`config.mk`:
```
export PLATFORM = sky130hd
export DESIGN_NAME = lin_brk_detect
export DESIGN_NICKNAME = d
export VERILOG_FILES = /design/src/rtl/lin_brk_pkg.sv /design/src/rtl/lin_brk_run_counter.sv /design/src/rtl/lin_brk_flag.sv /design/src/rtl/lin_brk_detect.sv
export SDC_FILE = /design/constraint.sdc
export NUM_CORES = 1
export LEC_CHECK = 0
export ABC_AREA = 1
export BUFFER_PORTS_ARGS = -buffer_cell sky130_fd_sc_hd__buf_4
export CORE_AREA = 2 2 39 41
export CTS_CLUSTER_DIAMETER = 100
export DETAILED_ROUTE_END_ITERATION = 6
export DIE_AREA = 0 0 41 43
export PLACE_DENSITY = 0.51
export SETUP_SLACK_MARGIN = 0.1
export SLEW_MARGIN = 15
export SYNTH_ARGS = -nofsm -noshare
export SYNTH_HDL_FRONTEND = slang
export SYNTH_SLANG_ARGS = --single-unit
```
`constraint.sdc`:
```
create_clock -name clk -period 1.8 [get_ports clk]
set_input_delay 0.27 -clock clk [delete_from_list [all_inputs] [get_ports clk]]
set_output_delay 0.27 -clock clk [all_outputs]
set_load 0.05 [all_outputs]
```
`src/rtl/lin_brk_pkg.sv`:
```
// Package: shared defaults and types for the LIN break detector.
// Assumes: nothing beyond IEEE 1800-2017.
package lin_brk_pkg;
    // Number of dominant bit times that must be exceeded to flag a break.
    localparam int unsigned DEF_THRESH_BITS = 11;

    // CPU write to the break-flag location.
    typedef struct packed {
        logic en;
        logic data;
    } flag_wr_t;
endpackage

```
`src/rtl/lin_brk_run_counter.sv`:
```
// Module: counts consecutive dominant samples taken on bit ticks.
// It emits a single-cycle detect pulse when the run first exceeds THRESH_BITS.
// The counter saturates one above the threshold, so a continuing low period
// cannot pulse again until a recessive sample resets it.
// Assumes: bit_tick_i is a one-clock strobe and rxd_i is already synchronised.
module lin_brk_run_counter #(
    parameter int unsigned THRESH_BITS = lin_brk_pkg::DEF_THRESH_BITS
) (
    input  logic clk,
    input  logic rst_n,
    input  logic rxd_i,
    input  logic bit_tick_i,
    input  logic armed_i,
    output logic detect_o
);
    localparam int unsigned SAT   = THRESH_BITS + 1;
    localparam int unsigned CNT_W = $clog2(SAT + 1);
    localparam logic [CNT_W-1:0] SAT_V    = CNT_W'(SAT);
    localparam logic [CNT_W-1:0] THRESH_V = CNT_W'(THRESH_BITS);

    logic [CNT_W-1:0] run_q;
    logic             sample_dom;

    // Purpose: mark a tick that samples a dominant level while armed.
    always_comb begin
        sample_dom = armed_i && bit_tick_i && !rxd_i;
        detect_o   = sample_dom && (run_q == THRESH_V);
    end

    // Purpose: update the dominant run length, saturating above the threshold.
    always_ff @(posedge clk) begin
        if (!rst_n || !armed_i) begin
            run_q <= '0;
        end else if (bit_tick_i) begin
            if (rxd_i) begin
                run_q <= '0;
            end else if (run_q != SAT_V) begin
                run_q <= run_q + 1'b1;
            end
        end
    end

    // The run never climbs past its saturation point.
    assert_run_saturates_R7: assert property (@(posedge clk) disable iff (!rst_n)
        run_q <= SAT_V);

    // A recessive sample restarts the run.
    assert_recessive_restarts_R2: assert property (@(posedge clk) disable iff (!rst_n)
        (armed_i && bit_tick_i && rxd_i) |=> (run_q == '0));

    // Leaving slave mode empties the run.
    assert_unarmed_idle_R4: assert property (@(posedge clk) disable iff (!rst_n)
        !armed_i |=> (run_q == '0));

    // Without a tick, the run length holds.
    assert_no_tick_holds_R3: assert property (@(posedge clk) disable iff (!rst_n)
        (armed_i && !bit_tick_i) |=> $stable(run_q) || !$past(armed_i));
endmodule

```
`src/rtl/lin_brk_flag.sv`:
```
// Module: the sticky break flag and its interrupt.
// Set by the detect pulse, cleared by a CPU write of 0. A write of 1 is ignored,
// and a detection in the same cycle as a clear takes priority.
// Assumes: the detect pulse lasts one clock per break.
module lin_brk_flag (
    input  logic                  clk,
    input  logic                  rst_n,
    input  logic                  detect_i,
    input  lin_brk_pkg::flag_wr_t wr_i,
    input  logic                  ie_i,
    output logic                  flag_o,
    output logic                  irq_o
);
    logic flag_q;
    logic clr_req;

    // Purpose: decode a clearing write (only data 0 clears).
    always_comb clr_req = wr_i.en && !wr_i.data;

    // Purpose: hold the flag, with set priority over clear.
    always_ff @(posedge clk) begin
        if (!rst_n) begin
            flag_q <= 1'b0;
        end else if (detect_i) begin
            flag_q <= 1'b1;
        end else if (clr_req) begin
            flag_q <= 1'b0;
        end
    end

    // Purpose: gate the interrupt request with its enable.
    always_comb begin
        flag_o = flag_q;
        irq_o  = flag_q && ie_i;
    end

    // The flag only rises after a detect pulse.
    assert_rise_needs_detect_R1: assert property (@(posedge clk) disable iff (!rst_n)
        $rose(flag_q) |-> $past(detect_i));

    // The flag only falls after a clearing write.
    assert_fall_needs_clear_R5: assert property (@(posedge clk) disable iff (!rst_n)
        $fell(flag_q) |-> $past(wr_i.en && !wr_i.data));

    // Writing 1 with no detection leaves the flag unchanged.
    assert_write_one_inert_R6: assert property (@(posedge clk) disable iff (!rst_n)
        (wr_i.en && wr_i.data && !detect_i) |=> $stable(flag_q));

    // Detection beats a simultaneous clear.
    assert_set_wins_R10: assert property (@(posedge clk) disable iff (!rst_n)
        detect_i |=> flag_q);
endmodule

```
`src/rtl/lin_brk_detect.sv`:
```
// Module: top of the LIN synchronization break detector for a slave node.
// The line is sampled on each bit tick. A break is flagged once the dominant
// run exceeds THRESH_BITS. Detection does not depend on the receiver's enable;
// only slave_mode_i arms it.
// Assumes: rxd_i synchronised upstream; bit_tick_i from the baud generator.
module lin_brk_detect #(
    parameter int unsigned THRESH_BITS = lin_brk_pkg::DEF_THRESH_BITS
) (
    input  logic clk,
    input  logic rst_n,
    input  logic rxd_i,
    input  logic bit_tick_i,
    input  logic slave_mode_i,
    input  logic flag_wr_i,
    input  logic flag_wdata_i,
    input  logic brk_ie_i,
    output logic brk_flag_o,
    output logic brk_irq_o
);
    logic                  detect;
    lin_brk_pkg::flag_wr_t wr;

    // Purpose: bundle the CPU write into the shared type.
    always_comb begin
        wr.en   = flag_wr_i;
        wr.data = flag_wdata_i;
    end

    lin_brk_run_counter #(
        .THRESH_BITS(THRESH_BITS)
    ) u_run (
        .clk       (clk),
        .rst_n     (rst_n),
        .rxd_i     (rxd_i),
        .bit_tick_i(bit_tick_i),
        .armed_i   (slave_mode_i),
        .detect_o  (detect)
    );

    lin_brk_flag u_flag (
        .clk     (clk),
        .rst_n   (rst_n),
        .detect_i(detect),
        .wr_i    (wr),
        .ie_i    (brk_ie_i),
        .flag_o  (brk_flag_o),
        .irq_o   (brk_irq_o)
    );

    // The interrupt never stands without the flag and its enable.
    assert_irq_gated_R8: assert property (@(posedge clk) disable iff (!rst_n)
        brk_irq_o |-> (brk_flag_o && brk_ie_i));

    // No break can be flagged outside slave mode.
    assert_mode_gates_R4: assert property (@(posedge clk) disable iff (!rst_n)
        (!slave_mode_i && !brk_flag_o) |=> !brk_flag_o);
endmodule

```
# After elaboration in Yosys (flattened, before gate mapping)

Cells that the tools add are included.

Memories: 0
Bits in writable memories: 0
Bits in read-only memories: 0
Logic and storage cells: 22
Output and inout bits: 2
Latch bits: 0
Input bits: 8
Register bits after elaboration: 5

Divide/modulo/power cells: 0
Add/sub/neg operators: 1
Multiply operators: 0
Shift-type cells: 0
Multiplexer cells: 4
Equality and inequality tests: 2
Order comparisons: 0
Bitwise gates (word level): 0
Reduce and logical (&&, ||, !) cells: 13

Operators by type and width:

| kind                                         | count |
|---|---|
| two-way mux 4 bit                            | 2 |
| logical AND 1 bit                            | 5 |
| adder 4 x 1 -> 4 bit, second input constant  | 1 |
| equality test 4 bit, second input constant   | 1 |
| logical NOT 1 bit                            | 4 |
| inequality test 4 bit, second input constant | 1 |
| nonzero test 2 bit                           | 2 |
| two-way mux 1 bit                            | 2 |
| AND reduction 2 bit                          | 1 |
| logical OR 1 bit                             | 1 |

# Longest topological paths before layout

Gate-level depths: netlist of run 1.

Depth after elaboration: 4
Depth in mapped cells: 8
Mapped depth without buffers: 8

# By module

Synthesis of run 1 repeated with hierarchy kept, for this count alone.

Cell total of the unflattened synthesis: 49
Area, all modules: 324.1 µm²

Modules (own cells, without submodules):

| module              | cells an instance | seq. area each (µm²) | instances | area each (µm²) |
|---|---|---|---|---|
| lin_brk_run_counter | 40                | 80.1                 | 1         | 269.0 |
| lin_brk_flag        | 9                 | 20.0                 | 1         | 55.1 |

# Worst setup path before layout of run 1

No wires, ideal clock.

Path type: flip-flop to output port
Start: register u_flag.flag_q, in the netlist u_flag.flag_o
End: output port brk_irq_o
Arrival time: 1.038 ns
Path buffers: 0
Stages on the path, launching flop included: 3
Slack: 0.492 ns
Data required time: 1.530 ns
Cell sequence: dfxtp_1 -> nand2_1 -> inv_1

Longest elaborated chain between the ends: 1

Ends and longest elaborated chain:

| element                  | RTL line             | source |
|---|---|---|
| start: declaration       | lin_brk_flag.sv:14   | `logic flag_q;` |
| start signal: assignment | lin_brk_flag.sv:23   | `flag_q <= 1'b0;` |
| start signal: assignment | lin_brk_flag.sv:25   | `flag_q <= 1'b1;` |
| start signal: assignment | lin_brk_flag.sv:27   | `flag_q <= 1'b0;` |
| logical AND 1 bit        | lin_brk_flag.sv:34   | `irq_o = flag_q && ie_i;` |
| end: declaration         | lin_brk_detect.sv:18 | `output logic brk_irq_o` |

Every way passes these cells.

# Worst setup path in the final report of run 1

Start: register u_run.run_q[0]
End: register u_run.run_q[0]

Longest elaborated chain between the ends: 3
Elaborated cells on any way between the ends: 6
Classes of those cells: add/sub: 1; eq/ne: 1; mux: 2; reduce/logical: 2

Ends and longest elaborated chain:

| element                                                              | RTL line                                             | source |
|---|---|---|
| start: declaration                                                   | lin_brk_run_counter.sv:21                            | `logic [CNT_W-1:0] run_q;` |
| start signal: assignment                                             | lin_brk_run_counter.sv:38                            | `run_q <= run_q + 1'b1;` |
| adder 4 x 1 -> 4 bit / inequality test 4 bit (equally long branches) | lin_brk_run_counter.sv:38, lin_brk_run_counter.sv:37 |  |
| two-way mux 4 bit / nonzero test 2 bit (equally long branches)       | -                                                    |  |
| two-way mux 4 bit / AND reduction 2 bit (equally long branches)      | -                                                    |  |

Parallel ways exist; a longest one is shown, timed or not. The select of a mux whose other input is x is not followed.
A chain may end at the register's enable or synchronous reset.

==> metrics.md, run 1 <==
| Metric | Value |
|---|---|
| Fin crit period | 1.18 ns |
| Internal | 211 uW |
| Relative slew slack | 0.850 |
| Startpoint type of the worst setup path | flip-flop |
| Area growth syn-to-layout | 34.9% |
| Setup TNS | 0 ns |
| Cell leakage power | 0.000227 uW |
| Synth Net Count | 61 |
| # rows | 14 |
| ANT cells | 0 |
| Most common cell after layout, fill and taps aside | nand2_1 |
| Clock latency on the worst-skew pair | 0.24 ns |
| Initial core utilization | 0.236 |
| Flops & latches, synth | 5 |
| CTS clock-pin slew for the worst setup and hold paths | 0.04 ns |
| Total track usage | 0.0975 |
| TritonRoute pass-1 iters | 4 |
| Sequential Power Share | 0.420 |
| Metal2 WL | 262 microns |
| Clock Skew | 0.00558 ns |
| Clock network fraction of total power | 0.477 |
| Commonest non-fill, non-tap cells in the layout | nand2_1, inv_1, buf_4, nor2_1, dfxtp_1 |
| Routed length per instance | 7.93 microns |
| First-pass GRT wire length | 1.08 mm |
| Peak supply drop | 0.268 mV |
| HPWL after DPL | 550 microns |
| ANT nets after route | 0 |
| Met1 wire length | 315 microns |
| Max_cap viols | 0 |
| Worst EP arrival | 1.31 ns |
| Net Sw Frac | 0.216 |
| Worst-case clock buffer depth | 2 |
| Drt total wl | 634 microns |
| CTS tree | built |
| Worst Path Max Fanout | 4 |
| Clock sinks | 5 |
| Root buf cell | clkbuf_4 |
| Top layer in use | met4 |
| Final global-route overflow total | 0 |
| F_max | 847 MHz |
| Vias | 323 |
| Initial DRC count | 7 |
| Number of global-route vias before repair | 292 |
| WP data required | 1.93 ns |
| Num CTS Buffers | 3 |
| Fin crit share | 0.656 |
| Post-CTS Repair Setup Buffers | 0 |
| Final Setup Violations | 0 |
| Cts repair resizes | 0 |
| Syn Area/Cell | 6.40 sq um |
| Layout cells sized above 1 | 0.234 |
| CP Capture Type | flip-flop |
| Net switching power | 58.2 uW |
| Fillers | 158 |
| PwrDens | 612 nW/um^2 |
| Final hold vios | 0 |
| Die Ht | 43 microns |
| Actual slew at the worst max-slew pin | 0.225 ns |
| Cell variety after synth | 16 |
| Vias per Instance | 4.04 |
| Slew Viols, Final | 0 |
| Die area | 1760 sq um |
| Final Total Pwr | 270 uW |
| Chip width | 41 microns |
| Cells after Synth | 51 |
| Worst hold path stage count | 2 |
| Final GP Congestion | 0.604 |
| DRC | 0 |
| Met3 routed WL | 31 microns |
| Hold Crit Class | primary input to flip-flop |
| Reg2Reg Depth | 8 |
| Core area | 1380 sq um |
| Mapped cell area | 327 sq um |
| Outcome | finished, final reports clean |
| YS warnings | 0 |
| R2R setup slack | 0.62 ns |
| CP Class | flip-flop to flip-flop |
| I/O Pins | 10 |
| Combinational share of power | 0.104 |
| Largest net degree at the start of global routing | 8 |
| RSZ-0062 raised after global routing | false |
| Initial antenna violation count | 0 |
| PortBufs | 9 |
| Sequential-to-total area share from yosys stat | 0.307 |
| H-Tree Depth | 1 |
| Final net count | 75 |
| Post-CTS Hold Buffers | 0 |
==> metal layers <==
metal	GRT usage	vias up
met2	0.116	6
li1	-	186
met3	0.0471	3
met1	0.116	128
met5	0	-
met4	0.100	0
==> state kept, by name, summed over array words and instances (netlist names) <==
| register | flops |
|---|---|
| u_flag.flag_o | 1 |
| u_run.run_q | 4 |
==> power groups by stage <==
stage | registers (uW) | clock network [uW] | logic, uW
final | 113 | 129 | 27.9
after global routing | 113 | 146 | 31.5
after CTS | 113 | 135 | 28.5
after detailed placement | 115 | 0 | 28.4
after global placement | 115 | 0 | 28.3
after floorplan | 115 | 0 | 13.2
==> path summary, 6_finish.rpt <==
kind / start / to
setup reg to reg: u_run.run_q[0] / u_run.run_q[0]
hold / removal: rst_n / u_flag.flag_o
hold reg to reg: u_run.run_q[3] / u_run.run_q[3]
setup / recovery: u_run.run_q[0] / u_run.run_q[0]
==> cell families (layout without fill, tap and decap cells) <==
kind of cell / count (synthesis) / in the layout / synth area share
and+or+nand+nor: 26 / 26 / 0.356
buffers and inverters: 11 / 24 / 0.126
AOI/OAI and AO/OA: 7 / 7 / 0.134
DFF: 5 / 5 / 0.307
adders and majority gates: 2 / 2 / 0.0766
==> final cells by class <==
cell class | instances | area [sq um] | area share
clock buffer | 4 | 26.3 | 0.0597
inverter | 11 | 41.3 | 0.0938
multi-input combinational | 35 | 185 | 0.420
sequential | 5 | 100 | 0.227
tap | 16 | 20.0 | 0.0455
timing repair buffer | 9 | 67.6 | 0.153
==> Yosys cell counts (all sizes together) <==
cell type,n,share of area
nand4,2,0.038
nor2,7,0.080
inv,10,0.11
a21oi,3,0.057
clkinv,1,0.011
o21bai,1,0.023
nand2,14,0.19
nand3,3,0.046
dfxtp,5,0.31
a21boi,1,0.023
ha,2,0.077
o21ai,2,0.031
==> metrics by stage <==
step	cell area (sq um)	hold WS, ns	setup slack (ns)	std cells	utilization
floorplan	327	0.423	0.492	51	-
global placement	414	0.508	0.609	76	0.299
detailed placement	414	0.506	0.602	76	0.299
CTS	440	0.306	0.598	80	0.318
global route	440	0.309	0.513	80	0.318
finish	440	0.312	0.619	80	0.318
==> critical path, stage by stage (launching register included) <==
cell and delay (ns):
dfxtp_1 0.37, inv_1 0.09, ha_1 0.21, inv_1 0.05, nor2_1 0.04, nand2_2 0.09
nand2_4 0.06, o21bai_1 0.12, nor2_1 0.05
No activity file was read; power rests on OpenSTA's default activity.
==> run 2, diff against run 1 <==
clock period = 1.2 ns   (was 1.8 ns; I/O delays follow)
==> run 2 against run 1 <==
Against the previous run:
- clock skew decreased by 0.0014 ns
- global-route usage about the same
- routed wire length rose by 11%
- largest power group unchanged
- setup slack worse by 0.51 ns
==> metrics.md, run 2 (same netlist as run 1, synthesis figures left out) <==
| Metric | Value |
|---|---|
| Worst path max stage delay | 0.32 ns |
| ANT nets after route | 0 |
| Fin crit share | 0.908 |
| Max reg flops | 4 |
| Clock network fraction of total power | 0.470 |
| Top reg by flops | u_run.run_q |
| Chip width | 41 microns |
| Fin crit period | 1.09 ns |
| Cell leakage power | 0.000251 uW |
| Worst hold margin | 0.206 ns |
| Sequential cell area | 104 sq um |
| Top layer in use | met3 |
| Post-Layout Inst Area | 499 sq um |
| Initial antenna violation count | 0 |
| Post-CTS Hold Buffers | 0 |
| Final Setup Violations | 0 |
| DRC | 0 |
| Layout cells sized above 1 | 0.420 |
| Total track usage | 0.0976 |
| RSZ-0062 raised after global routing | true |
| Initial core utilization | 0.236 |
| Die area | 1760 sq um |
| CP Capture Type | flip-flop |
| Vias | 349 |
| Worst-case clock buffer depth | 2 |
| Clock Skew | 0.00419 ns |
| Final net count | 80 |
| Max_cap viols | 0 |
| Drt total wl | 702 microns |
| Delay-heaviest family, CP | flip-flops |
| Fillers | 155 |
| Outcome | finished, final reports clean |
| Clock sinks | 5 |
| Internal | 323 uW |
| Worst Path Max Fanout | 3 |
| CTS tree | built |
| Commonest non-fill, non-tap cells in the layout | buf_4, nand2_1, inv_1, nor2_1 |
| Relative slew slack | 0.858 |
| Critical Path, Cell by Cell | buf_4 > ha_2 > nand2_1 > inv_1 > nor2_1 > nand3_1 > a21oi_1 |
| Final global-route overflow total | 0 |
| Peak supply drop | 0.593 mV |
| CP Class | flip-flop to flip-flop |
| Number of global-route vias before repair | 291 |
| Num CTS Buffers | 3 |
| Startpoint type of the worst setup path | flip-flop |
| Root buf cell | clkbuf_4 |
| Most common cell after layout, fill and taps aside | buf_4 |
| Die Ht | 43 microns |
| # rows | 14 |
| Setup TNS | 0 ns |
| Hold path start | rst_n |
| Net switching power | 94.1 uW |
| Worst EP arrival | 1.27 ns |
| Multi-input gate area | 203 sq um |
| H-Tree Depth | 1 |
| Area growth syn-to-layout | 52.9% |
| CP max-delay cell | dfxtp_2 |
| Metal2 WL | 312 microns |
| First-pass GRT wire length | 1.10 mm |
| Hold Crit Class | primary input to flip-flop |
| Reg2Reg Depth | 7 |
| PortBufs | 9 |
| I/O Pins | 10 |
| TritonRoute pass-1 iters | 4 |
| WP data required | 1.38 ns |
| PwrDens | 836 nW/um^2 |
| Post-DP Area | 438 sq um |
| Worst hold path stage count | 2 |
| Met1 wire length | 337 microns |
| Worst path buffer plus inverter count | 2 |
| Final hold vios | 0 |
| Routed length per instance | 8.26 microns |
| Capturing point of the worst reg2reg path | u_run.run_q[2] |
| Beginning of the worst register-to-register path | u_run.run_q[0] |
| Largest net degree at the start of global routing | 8 |
| Slew Viols, Final | 0 |
| Actual slew at the worst max-slew pin | 0.213 ns |
| Combinational share of power | 0.124 |
| Initial DRC count | 10 |
| Sequential Power Share | 0.406 |
| CTS clock-pin slew for the worst setup and hold paths | 0.05 ns |
| R2R setup slack | 0.11 ns |
| Net Sw Frac | 0.226 |
| Clock latency on the worst-skew pair | 0.24 ns |
| Vias per Instance | 4.11 |
| Met3 routed WL | 52 microns |
| HPWL after DPL | 559 microns |
| Core area | 1380 sq um |
| ANT cells | 0 |
| Final GP Congestion | 0.648 |
| F_max | 918 MHz |
| Worst Hold Endpoint | u_flag.flag_o |
## run 2: stage by stage
stage               worst slack [ns]  instances  utilization  total power [uW]
CTS                           0.0874         83        0.341               423
detailed placement            0.0833         79        0.316               219
global route                  0.0388         85        0.361               447
finish                         0.111         85        0.361               417
floorplan                      0.110         51            -               192
global placement              0.0995         79        0.316               219
## run 2: worst max path at each step
stage / from / to / slack (ns) / cells past startpoint
floorplan: u_run.run_q[0] / u_run.run_q[0] / 0.11 / 8
global placement: u_run.run_q[1] / u_run.run_q[0] / 0.1 / 8
detailed placement: u_run.run_q[0] / u_run.run_q[3] / 0.08 / 8
CTS: u_run.run_q[0] / u_run.run_q[0] / 0.09 / 8
global route: u_run.run_q[1] / u_run.run_q[0] / 0.04 / 8
finish: u_run.run_q[0] / u_run.run_q[2] / 0.11 / 7
## run 2: layer usage
metal,global-route usage,vias to the layer above
li1,-,193
met1,0.129,146
met2,0.113,10
met3,0.0785,0
met4,0.0400,0
met5,0,-
## run 2: worst reg2reg max path: stages, from the launching register on
cell and delay (ns):
dfxtp_2 0.32, buf_4 0.13, ha_2 0.19, nand2_1 0.06, inv_1 0.04, nor2_1 0.08
nand3_1 0.07, a21oi_1 0.13
## run 2: cell type report
type | instances | share of cell area
well taps | 16 | 0.0401
inverters | 11 | 0.0827
multi-input cells | 35 | 0.406
flip-flops and latches | 5 | 0.208
clock buffers | 4 | 0.0526
repair buffers | 14 | 0.211
## run 2: power groups by stage
stage / registers (uW) / clock network [uW] / logic [uW]
2_1_floorplan: 172 / 0 / 19.9
3_3_place_gp: 172 / 0 / 47.4
3_5_place_dp: 172 / 0 / 47.2
4_1_cts: 169 / 205 / 48.3
5_1_grt: 169 / 221 / 57.4
6_report: 169 / 196 / 51.8
## run 2: repair_timing
action / CTS / global route
resized for setup: 4 / 5
pin swaps: 1 / 7
setup buffers: 0 / 2
endpoints found under the setup margin: 4 / 4
